$ cat src/rtl/sft_pkg.sv
`timescale 1ns/1ps
package sft_pkg;

    typedef enum logic [1:0] {
        ST_IDLE = 2'd0,
        ST_RUN  = 2'd1,
        ST_DONE = 2'd2
    } sft_state_e;

    // Flush stimulus for a given phase within the four-cycle period: 0,0,1,1.
    function automatic logic flush_bit(input logic [1:0] phase);
        return phase[1];
    endfunction

endpackage

$ cat src/rtl/sft_chain.sv
`timescale 1ns/1ps
module sft_chain #(
    parameter int CHAIN_LEN = 8
) (
    input  logic                 clk,
    input  logic                 rst,
    input  logic                 tc_i,
    input  logic                 si_i,
    input  logic [CHAIN_LEN-1:0] func_d_i,
    output logic                 so_o
);
    logic [CHAIN_LEN-1:0] stage_q;

    generate
        for (genvar i = 0; i < CHAIN_LEN; i++) begin : g_stage
            logic shift_src;
            if (i == 0) begin : g_head
                assign shift_src = si_i;
            end else begin : g_body
                assign shift_src = stage_q[i-1];
            end
            always_ff @(posedge clk) begin
                if (rst) stage_q[i] <= 1'b0;
                else     stage_q[i] <= tc_i ? shift_src : func_d_i[i];
            end
        end
    endgenerate

    assign so_o = stage_q[CHAIN_LEN-1];

    // scan mode moves the serial input into the head stage
    a_r5_head_shift: assert property (@(posedge clk) disable iff (rst)
        tc_i |=> stage_q[0] == $past(si_i));

    // scan mode advances the tail by one place
    a_r5_tail_shift: assert property (@(posedge clk) disable iff (rst)
        tc_i |=> so_o == $past(stage_q[CHAIN_LEN-2]));

    // normal mode captures the functional word
    a_r2_capture: assert property (@(posedge clk) disable iff (rst)
        !tc_i |=> stage_q == $past(func_d_i));

endmodule

$ cat src/rtl/sft_seq.sv
`timescale 1ns/1ps
module sft_seq
    import sft_pkg::*;
#(
    parameter int CHAIN_LEN = 8,
    parameter int CNT_W     = $clog2(CHAIN_LEN + 5)
) (
    input  logic             clk,
    input  logic             rst,
    input  logic             start_i,
    output logic             run_o,
    output logic             done_o,
    output logic             take_o,
    output logic [CNT_W-1:0] cnt_o
);
    localparam int               TOTAL   = CHAIN_LEN + 4;
    localparam logic [CNT_W-1:0] LAST_IX = CNT_W'(TOTAL - 1);
    localparam logic [CNT_W-1:0] TOT_W   = CNT_W'(TOTAL);

    sft_state_e       state_q;
    logic [CNT_W-1:0] cnt_q;

    assign take_o = start_i && (state_q != ST_RUN);

    always_ff @(posedge clk) begin
        if (rst) begin
            state_q <= ST_IDLE;
            cnt_q   <= '0;
        end else begin
            unique case (state_q)
                ST_RUN: begin
                    cnt_q <= cnt_q + 1'b1;
                    if (cnt_q == LAST_IX) state_q <= ST_DONE;
                end
                default: begin
                    if (take_o) begin
                        state_q <= ST_RUN;
                        cnt_q   <= '0;
                    end
                end
            endcase
        end
    end

    assign run_o  = (state_q == ST_RUN);
    assign done_o = (state_q == ST_DONE);
    assign cnt_o  = cnt_q;

    // the count never exceeds the flush length
    a_r9_cnt_bound: assert property (@(posedge clk) disable iff (rst)
        cnt_q <= TOT_W);

    // a finished run shows the full flush length
    a_r9_done_count: assert property (@(posedge clk) disable iff (rst)
        done_o |-> cnt_q == TOT_W);

    // start while running does not restart the count
    a_r10_ignore_start: assert property (@(posedge clk) disable iff (rst)
        (run_o && start_i) |=> cnt_q == $past(cnt_q) + 1'b1);

endmodule

$ cat src/rtl/sft_cmp.sv
`timescale 1ns/1ps
module sft_cmp
    import sft_pkg::*;
#(
    parameter int CHAIN_LEN = 8,
    parameter int CNT_W     = $clog2(CHAIN_LEN + 5)
) (
    input  logic             clk,
    input  logic             rst,
    input  logic             run_i,
    input  logic             done_i,
    input  logic             clr_i,
    input  logic [CNT_W-1:0] idx_i,
    input  logic             ret_i,
    output logic             pass_o
);
    localparam logic [CNT_W-1:0] LEN_W  = CNT_W'(CHAIN_LEN);
    localparam logic [1:0]       LEN_PH = 2'(CHAIN_LEN);

    logic       fail_q;
    logic       cmp_en;
    logic [1:0] exp_ph;
    logic       exp_bit;

    // Expected bit is the stimulus driven CHAIN_LEN cycles earlier.
    assign exp_ph  = idx_i[1:0] - LEN_PH;
    assign exp_bit = flush_bit(exp_ph);
    assign cmp_en  = run_i && (idx_i >= LEN_W);

    always_ff @(posedge clk) begin
        if (rst)         fail_q <= 1'b0;
        else if (clr_i)  fail_q <= 1'b0;
        else if (cmp_en && (ret_i != exp_bit)) fail_q <= 1'b1;
    end

    assign pass_o = done_i && !fail_q;

    // the fail flag is sticky until a new start
    a_r7_sticky_fail: assert property (@(posedge clk) disable iff (rst)
        (fail_q && !clr_i) |=> fail_q);

    // pass is only shown with done
    a_r8_pass_needs_done: assert property (@(posedge clk) disable iff (rst)
        pass_o |-> done_i);

endmodule

$ cat src/rtl/scan_flush_tester.sv
`timescale 1ns/1ps
module scan_flush_tester
    import sft_pkg::*;
#(
    parameter int CHAIN_LEN = 8,
    localparam int CNT_W    = $clog2(CHAIN_LEN + 5)
) (
    input  logic                 clk,
    input  logic                 rst,
    input  logic                 start,
    input  logic [CHAIN_LEN-1:0] func_d,
    input  logic                 scan_ret,
    output logic                 tc,
    output logic                 scan_in,
    output logic                 scan_out,
    output logic                 done,
    output logic                 pass,
    output logic [CNT_W-1:0]     cycle_cnt
);
    logic             run_w;
    logic             take_w;
    logic [CNT_W-1:0] cnt_w;

    sft_seq #(.CHAIN_LEN(CHAIN_LEN), .CNT_W(CNT_W)) seq_i (
        .clk     (clk),
        .rst     (rst),
        .start_i (start),
        .run_o   (run_w),
        .done_o  (done),
        .take_o  (take_w),
        .cnt_o   (cnt_w)
    );

    assign tc        = run_w;
    assign scan_in   = run_w ? flush_bit(cnt_w[1:0]) : 1'b0;
    assign cycle_cnt = cnt_w;

    sft_chain #(.CHAIN_LEN(CHAIN_LEN)) chain_i (
        .clk      (clk),
        .rst      (rst),
        .tc_i     (tc),
        .si_i     (scan_in),
        .func_d_i (func_d),
        .so_o     (scan_out)
    );

    sft_cmp #(.CHAIN_LEN(CHAIN_LEN), .CNT_W(CNT_W)) cmp_i (
        .clk    (clk),
        .rst    (rst),
        .run_i  (run_w),
        .done_i (done),
        .clr_i  (take_w),
        .idx_i  (cnt_w),
        .ret_i  (scan_ret),
        .pass_o (pass)
    );

    // scan mode and the done flag are never active together
    a_r3_tc_excl_done: assert property (@(posedge clk) disable iff (rst)
        !(tc && done));

    // done holds until a start is taken
    a_r8_done_hold: assert property (@(posedge clk) disable iff (rst)
        (done && !start) |=> done);

endmodule

$ cat config.mk
export PLATFORM = sky130hd
export DESIGN_NAME = scan_flush_tester
export DESIGN_NICKNAME = d
export VERILOG_FILES = /design/src/rtl/sft_pkg.sv /design/src/rtl/sft_chain.sv /design/src/rtl/sft_seq.sv /design/src/rtl/sft_cmp.sv /design/src/rtl/scan_flush_tester.sv
export SDC_FILE = /design/constraint.sdc
export NUM_CORES = 1
export LEC_CHECK = 0
export BUFFER_PORTS_ARGS = -buffer_cell sky130_fd_sc_hd__buf_2
export CAP_MARGIN = 20
export CORE_AREA = 2 2 39 41
export CTS_CLUSTER_DIAMETER = 40
export CTS_CLUSTER_SIZE = 14
export DETAILED_ROUTE_END_ITERATION = 16
export DIE_AREA = 0 0 41 43
export GPL_TIMING_DRIVEN = 1
export PLACE_DENSITY_LB_ADDON = 0.12
export SYNTH_ARGS = -nofsm -noshare
export SYNTH_HDL_FRONTEND = slang
export SYNTH_SLANG_ARGS = --single-unit
$ cat constraint.sdc
create_clock -name clk -period 2.5 [get_ports clk]
set_input_delay 0.375 -clock clk [delete_from_list [all_inputs] [get_ports clk]]
set_output_delay 0.375 -clock clk [all_outputs]
set_load 0.1 [all_outputs]
# == Word-level counts from Yosys, hierarchy flattened ==
# Index checks and enable logic that the tools add are counted.
# totals
regBits,15
output_inout_bits,9
elab_cells,41
input_bits,12
# op_classes
addsub,1
order_cmp,1
reduce_logical,8
eq_ne,6
muxes,14
# ops
op,n
1-bit 2-to-1 mux,9
4-bit 2-to-1 mux,2
2-bit 2-to-1 mux,3
"4-bit by 1-bit adder with 4-bit output, second input constant",1
"4-bit equality test, second input constant",1
"4-bit greater-or-equal comparator, second input constant",1
1-bit logical AND,4
"2-bit by 1-bit equality test with 1-bit output, second input constant",1
"2-bit equality test, second input constant",1
"2-bit by 1-bit != test with 1-bit output, second input constant",1
"2-bit != test, second input constant",1
2-bit AND reduction,1
2-bit nonzero test,1
2-bit OR reduction,1
1-bit zero test,1
1-bit != test,1

# == Depth between registers and ports, before layout ==
# Gate-level depths: netlist of the first run.
# depth
word_depth,4
mapped_depth,5
ltp_nobuf,4

# == By module ==
# From an unflattened synthesis of the first run, not the netlist that was laid out.
# hier_totals
hier_cells,64
area_unflattened_um2,645.6
# modules_own_cells
mod,cells_per_inst,area_each_um2,instances,seq_area_each_um2
sft_seq,31,297.8,1,120.1
sft_chain,26,285.3,1,160.2
sft_cmp,6,56.3,1,20.0
scan_flush_tester,1,6.3,1,0.0

# == Worst setup path after synthesis of the first run ==
# OpenSTA, ideal clock, no wires.
# synth_path
kind,flip-flop to output port
startpoint,register seq_i.state_q[0]
endpoint,output port pass
arrival_ps,2565
setup_slack_ps,-440
stages_incl_launch_ff,3
cell_sequence,dfxtp_1 -> and2b_1 -> nor2b_1
# synth_between
elab_chain_cells,2
# synth_lines
item,line,source
from (decl),sft_seq.sv:20,sft_state_e state_q;
from (signal assigned),sft_seq.sv:27,state_q <= ST_IDLE;
from (signal assigned),sft_seq.sv:33,if (cnt_q == LAST_IX) state_q <= ST_DONE;
from (signal assigned),sft_seq.sv:37,state_q <= ST_RUN;
2-bit equality test,sft_seq.sv:46,assign done_o = (state_q == ST_DONE);
via done,scan_flush_tester.sv:16,"output logic done,"
1-bit logical AND,sft_cmp.sv:36,assign pass_o = done_i && !fail_q;
to (decl),scan_flush_tester.sv:17,"output logic pass,"
# The timed path passes the listed nets, and every way through them passes these cells.

# == Worst setup path after layout of the first run ==
# layout_path
startpoint,register seq_i.state_q[1]
endpoint,output port scan_in
# layout_between
elab_chain_cells,2
# layout_lines
item,line,source
2-bit by 1-bit equality test with 1-bit output,sft_seq.sv:45,assign run_o = (state_q == ST_RUN);
1-bit 2-to-1 mux,scan_flush_tester.sv:35,assign scan_in = run_w ? flush_bit(cnt_w[1:0]) : 1'b0;
to (decl),scan_flush_tester.sv:14,"output logic scan_in,"
# Every way passes these cells.

==> out/summary.txt, run 1 <==
Max-slew headroom: 0.679
Antenna violations before repair: 0
Avg WL per Cell: 10.3 um
Clock power share: 0.295
Number of DRC markers in iteration 0: 7
Hold crit path type: input pin to flop
Outcome: completed
Via count: 562
Post-synthesis register bit count: 15
Startpoint Class: flop
Pleak: 0.366 nW
DP Wirelength: 798 um
Largest net degree at the start of global routing: 16
Tightest Pin Transition: 484 ps
Cts bufs inserted: 3
# port buffers: 20
Met2 usage: 0.206
# IOs: 21
Share of cells above drive strength 1: 0.299
CTS tree: built
Num rows: 14
Drt first pass iters: 2
Synth warnings: 0
Mapped Nets: 90
Seq pwr share: 0.543
Synth-to-layout area growth: 20.4%
Synth cell types: 21
Slew Limit Fails: 0
GR Util All Layers: 0.151
Die height: 43 um
Placed cells: 109
GR peak layer: met2
Synth area leader: dfxtp_1
Min Tclk post-route: 2190 ps
Resized Gates After CTS: 0
Vias per cell: 4.97
Pwr Density: 613 mW/mm2
Via count of the first global-routing pass: 441
Final Hold Viols: 0
DIE AREA: 0.00176 mm2
DIE WIDTH: 41 um
Clk sinks: 15
CTS Hold Bufs: 0
WS Path Type: flop to output pin
Clock Root Buffer: clkbuf_4
Nets: 112
Clk_skew: 11.1 ps
Setup tns final: 0 ps
RSZ-0062 raised after global routing: no
Final ANT Viol Nets: 0
# setup viols final: 0
Maximum VDD drop: 0.386 mV
Synth async-reset ratio: 0
Sequential element share of the synthesized area: 0.472
First-pass GRT wire length: 1780 um
Htree depth: 1
Synth top area share: 0.472
Internal cell power: 0.329 mW
Clk Latency, worst-skew pair: 280 ps
Tcrit/Tclk final: 0.877
Post-synth top cells: 19 x nand2_1, 15 x dfxtp_1, 12 x a21oi_1
Most area-consuming cells after synthesis: dfxtp_1 47%, nand2_1 11%, a21oi_1 9.4%
Combinational Power Share: 0.161
Number of buffers added for setup after CTS: 0
Routability cong.: 0.681
Switching Fraction: 0.299
Prevailing post-synth register cell: dfxtp_1
Worst EP required: 2120 ps
Post-synth EDFFs: 0
# diodes: 0
Fillers: 139
Crit-path max FO: 15
Starting Density: 0.460
GR Util met1: 0.196
GRT met3 Usage: 0.0314
Post-Syn Area per Cell: 8.38 um2
# DRC: 0
Switch Pwr: 0.141 mW
Core ar.: 0.00138 mm2
Synthesized cell area: 637 um2
Cells after Synth: 76
F_max: 456 MHz
Total Wirelength: 1160 um
Clk slew on worst S/H paths: 100 ps
Worst path arrival time: 1820 ps
Max_cap viols: 0
Worst Setup End Kind: output pin
Grt ovf: 0
Finished Layout Cells: 113
CTS Buffer Depth: 2
Count leader, synth: nand2_1
[worst max-delay path: stages, from the launching register on]
cell      delay, ps
dfxtp_1         330
nand2b_4        220
inv_1           370
nand2_1         130
inv_1            60
buf_2           410
[area by class of cell]
class	count	area [um2]	share of cell area
timing repair buffer	20	100	0.131
clock inverter	1	5.00	0.00653
tap	16	20.0	0.0261
clock buffer	3	22.5	0.0294
multi-input combinational	53	300	0.392
sequential	15	300	0.392
inverter	5	18.8	0.0245
[kinds of logic after synthesis]
kind of cell,after synthesis,synth area share
compound gates,16,0.147
xor+xnor,1,0.0138
fa+ha+maj,2,0.0393
buf+inv,8,0.0609
flops,15,0.472
mux,1,0.0236
simple gates,33,0.244
[layout by cell type, fill, tap and decap left out, drive strengths merged, types with 2 or more instances in the layout]
cell type / synthesis / layout
inv: 5 / 5
nor3: 2 / 2
clkbuf: 1 / 3
dfxtp: 15 / 15
buf: 2 / 20
nor2b: 2 / 2
nand3: 6 / 6
a21oi: 12 / 12
nand2: 19 / 19
ha: 2 / 2
[metal layers]
layer / routed length [um] / vias to the layer above
met5: 0 / -
met4: 9 / 0
met3: 63 / 2
met2: 527 / 13
met1: 562 / 255
li1: - / 292
[worst paths after layout]
check / startpoint / endpoint / slack (ps) / depth (start not counted)
worst max-delay path: seq_i.state_q[1] / scan_in / 310 / 5
worst min-delay path: func_d[6] / chain_i.g_stage[7].shift_src / 320 / 3
worst max register to register: seq_i.state_q[1] / seq_i.cnt_o[2] / 1160 / 4
worst min register to register: chain_i.g_stage[1].shift_src / chain_i.g_stage[2].shift_src / 430 / 2
[power groups by stage]
stage / registers [mW] / clock network, mW / logic, mW
after floorplan: 0.280 / 0 / 0.0407
after global placement: 0.261 / 0 / 0.0756
after detailed placement: 0.261 / 0 / 0.0756
after CTS: 0.256 / 0.145 / 0.0760
after global routing: 0.257 / 0.154 / 0.0820
final: 0.255 / 0.139 / 0.0759
[through the flow]
| stage | hold WS, ps | total power, mW | instance area (um2) | worst slack, ps | utilization |
|---|---|---|---|---|---|
| floorplan | 411 | 0.321 | 639 | 26.7 | - |
| finish | 319 | 0.470 | 767 | 308 | 0.554 |
| CTS | 314 | 0.477 | 767 | 326 | 0.554 |
| global route | 312 | 0.493 | 767 | 182 | 0.554 |
| detailed placement | 425 | 0.337 | 739 | 664 | 0.534 |
| global placement | 425 | 0.336 | 739 | 682 | 0.534 |
[flip-flops by register name, indices dropped and copies added (netlist names)]
register and cells:
chain_i.g_stage.shift_src 7, seq_i.cnt_o 4, seq_i.state_q 2, chain_i.so_o 1, cmp_i.fail_q 1
Power figures use the tool's default switching activity.
==> inputs of run 2 (changes only) <==
SYNTH_HIERARCHICAL = 1   (was unset)
==> out/summary.txt, run 2 <==
Outcome: completed (unchanged)
Routability cong.: 0.744 (was 0.681)
Post-synth top cells: 15 x dfxtp_1, 11 x nor2_1, 8 x mux2i_1 (was 19 x nand2_1, 15 x dfxtp_1, 12 x a21oi_1)
Clk slew on worst S/H paths: 80 ps (was 100 ps)
Max_cap viols: 0 (unchanged)
# IOs: 21 (unchanged)
Reg2reg setup slack: 1200 ps (was 1160 ps)
First-pass GRT wire length: 1880 um (was 1780 um)
Final hold slack: 327 ps (was 319 ps)
Synth warnings: 6 (was 0)
Vias per cell: 4.99 (was 4.97)
Count leader, synth: dfxtp_1 (was nand2_1)
Avg WL per Cell: 10.6 um (was 10.3 um)
WS Path Type: flop to output pin (unchanged)
Min-delay src: func_d[1] (was func_d[6])
Worst Setup End Kind: output pin (unchanged)
Worst path arrival time: 1560 ps (was 1820 ps)
Tightest Pin Transition: 491 ps (was 484 ps)
Pwr Density: 596 mW/mm2 (was 613 mW/mm2)
Most frequent cells in the layout: 20 x buf_2, 15 x dfxtp_1, 11 x nor2_1, 8 x mux2i_1, 4 x a21oi_1 (was 20 x buf_2, 19 x nand2_1, 15 x dfxtp_1, 12 x a21oi_1, 6 x nand3_1)
CTS Hold Bufs: 0 (unchanged)
Startpoint Class: flop (unchanged)
Post-synth EDFFs: 0 (unchanged)
RSZ-0062 raised after global routing: no (unchanged)
Prevailing post-synth register cell: dfxtp_1 (unchanged)
Number of DRC markers in iteration 0: 3 (was 7)
WHS Endpoint: chain_i/g_stage[2].shift_src (was chain_i.g_stage[7].shift_src)
Die height: 43 um (unchanged)
# port buffers: 20 (unchanged)
Min Tclk post-route: 1930 ps (was 2190 ps)
Worst EP required: 2120 ps (about the same)
Most area-consuming cells after synthesis: dfxtp_1 47%, mux2i_1 12%, nor2_1 6.4% (was dfxtp_1 47%, nand2_1 11%, a21oi_1 9.4%)
Clk Latency, worst-skew pair: 270 ps (was 280 ps)
Post-synthesis register bit count: 15 (unchanged)
R2R depth: 5 (was 4)
Synth async-reset ratio: 0 (unchanged)
Starting Density: 0.467 (was 0.460)
Synth-to-layout area growth: 21.9% (was 20.4%)
Num rows: 14 (unchanged)
Antenna violations before repair: 0 (unchanged)
Number of buffers added for setup after CTS: 0 (unchanged)
# DRC: 0 (unchanged)
Cell-by-cell trace of the critical path: nand2b_4, inv_1, and2_1, buf_2 (was nand2b_4, inv_1, nand2_1, inv_1, buf_2)
Max-slew headroom: 0.675 (was 0.679)
GR Util All Layers: 0.161 (was 0.151)
Synthesized cell area: 646 um2 (was 637 um2)
Clk sinks: 15 (unchanged)
Core ar.: 0.00138 mm2 (unchanged)
F_max: 518 MHz (was 456 MHz)
CTS Buffer Depth: 2 (unchanged)
Synth area leader: dfxtp_1 (unchanged)
Drt first pass iters: 2 (unchanged)
DIE AREA: 0.00176 mm2 (unchanged)
Clk_skew: 1.68 ps (was 11.1 ps)
Maximum VDD drop: 0.340 mV (was 0.386 mV)
Tcrit/Tclk final: 0.772 (was 0.877)
DP Wirelength: 815 um (was 798 um)
Hold crit path type: input pin to flop (unchanged)
Share of cells above drive strength 1: 0.345 (was 0.299)
Via count: 514 (was 562)
Grt ovf: 0 (unchanged)
Mapped Nets: 77 (was 90)
Sequential element share of the synthesized area: 0.465 (was 0.472)
Hold Crit Depth: 3 (unchanged)
Via count of the first global-routing pass: 447 (was 441)
Slew Limit Fails: 0 (unchanged)
Post-Syn Area per Cell: 10.1 um2 (was 8.38 um2)
Worst reg2reg startpoint: seq_i/state_q[1] (was seq_i.state_q[1])
Pleak: 0.373 nW (was 0.366 nW)
Nets: 101 (was 112)
# diodes: 0 (unchanged)
Most common cell after layout, fill and taps aside: buf_2 (unchanged)
CTS tree: built (unchanged)
Synth top area share: 0.465 (was 0.472)
Largest net degree at the start of global routing: 17 (was 16)
DIE WIDTH: 41 um (unchanged)
Final Hold Viols: 0 (unchanged)
Clock Root Buffer: clkbuf_4 (unchanged)
# setup viols final: 0 (unchanged)
Crit-path max FO: 7 (was 15)
Htree depth: 1 (unchanged)
Slowest stage delay, CP: 420 ps (was 410 ps)
Cts bufs inserted: 3 (unchanged)
Synth cell types: 25 (was 21)
Total Wirelength: 1100 um (was 1160 um)
Critical-path top delay cell: buf_2 (unchanged)
Cells after Synth: 64 (was 76)
Reg2Reg Capture Point: seq_i/state_q[0] (was seq_i.cnt_o[2])
Setup tns final: 0 ps (unchanged)
Max reg flops: 7 (unchanged)
Final ANT Viol Nets: 0 (unchanged)
Resized Gates After CTS: 0 (unchanged)
-- run 2: cell types whose count changed after synthesis, moves of 2 or more --
| cell | change |
|---|---|
| mux2i_1 | +8 |
| nor3_1 | -2 |
| nand3_1 | -4 |
| nor2_1 | +10 |
| inv_1 | -4 |
| a21oi_1 | -8 |
| and2_1 | +2 |
| nand2b_1 | +2 |
| nand2_1 | -18 |
| nand3b_1 | +3 |
-- run 2: cell type report --
class,count,area (um2)
inverter,1,3.75
timing repair buffer,21,108
multi-input combinational,46,329
tap,16,20.0
clock buffer,4,26.3
fill,133,597
sequential,15,300
-- run 2: how the worst max path moves through the flow --
| stage | startpoint | endpoint | slack, ps | cells past startpoint |
|---|---|---|---|---|
| detailed placement | seq_i/state_q[0] | scan_in | 860 | 4 |
| floorplan | seq_i/state_q[1] | scan_in | 70 | 3 |
| global placement | seq_i/state_q[1] | scan_in | 880 | 4 |
| CTS | seq_i/state_q[0] | scan_in | 540 | 4 |
| global route | seq_i/state_q[0] | scan_in | 450 | 4 |
| finish | seq_i/state_q[1] | scan_in | 570 | 4 |
-- run 2: routing by layer --
metal / part of all wire / vias up / wire length, um / track usage
met5: 0 / - / 0 / 0
met4: 0.011 / 0 / 12 / 0.0800
met3: 0.059 / 2 / 65 / 0.0785
met2: 0.50 / 14 / 551 / 0.244
met1: 0.43 / 231 / 466 / 0.178
li1: - / 267 / - / -
-- run 2: per-stage QoR --
stage	area (um2)	utilization	instances	power (mW)	worst slack (ps)
floorplan	648	-	64	0.325	65.3
global placement	761	0.550	99	0.344	883
detailed placement	761	0.550	99	0.345	862
CTS	787	0.569	103	0.477	543
global route	787	0.569	103	0.499	451
finish	787	0.569	103	0.469	569
-- run 2: where the power goes --
part | internal, mW | leakage, nW | switching [mW]
clock | 0.0619 | 0.0150 | 0.0692
sequential | 0.250 | 0.123 | 0.00533
combinational | 0.0275 | 0.235 | 0.0552
total | 0.339 | 0.373 | 0.130
-- run 2: worst max-delay path, delay by kind of cell, from the launching register on --
kind | cells | cell delay, ps
buffers and inverters | 2 | 610
AND/OR/NAND/NOR | 2 | 350
flip-flops | 1 | 320
-- run 2: logic make-up (layout without fill, tap and decap cells) --
logic type	count (synthesis)	count (layout)	synth area share
AO/OA/AOI/OAI	7	7	0.0756
multiplexers	9	9	0.147
buffers and inverters	3	26	0.0291
flip-flops	15	15	0.465
XOR/XNOR	1	1	0.0136
adder cells (fa/ha/maj)	1	1	0.0194
AND/OR/NAND/NOR	28	28	0.250
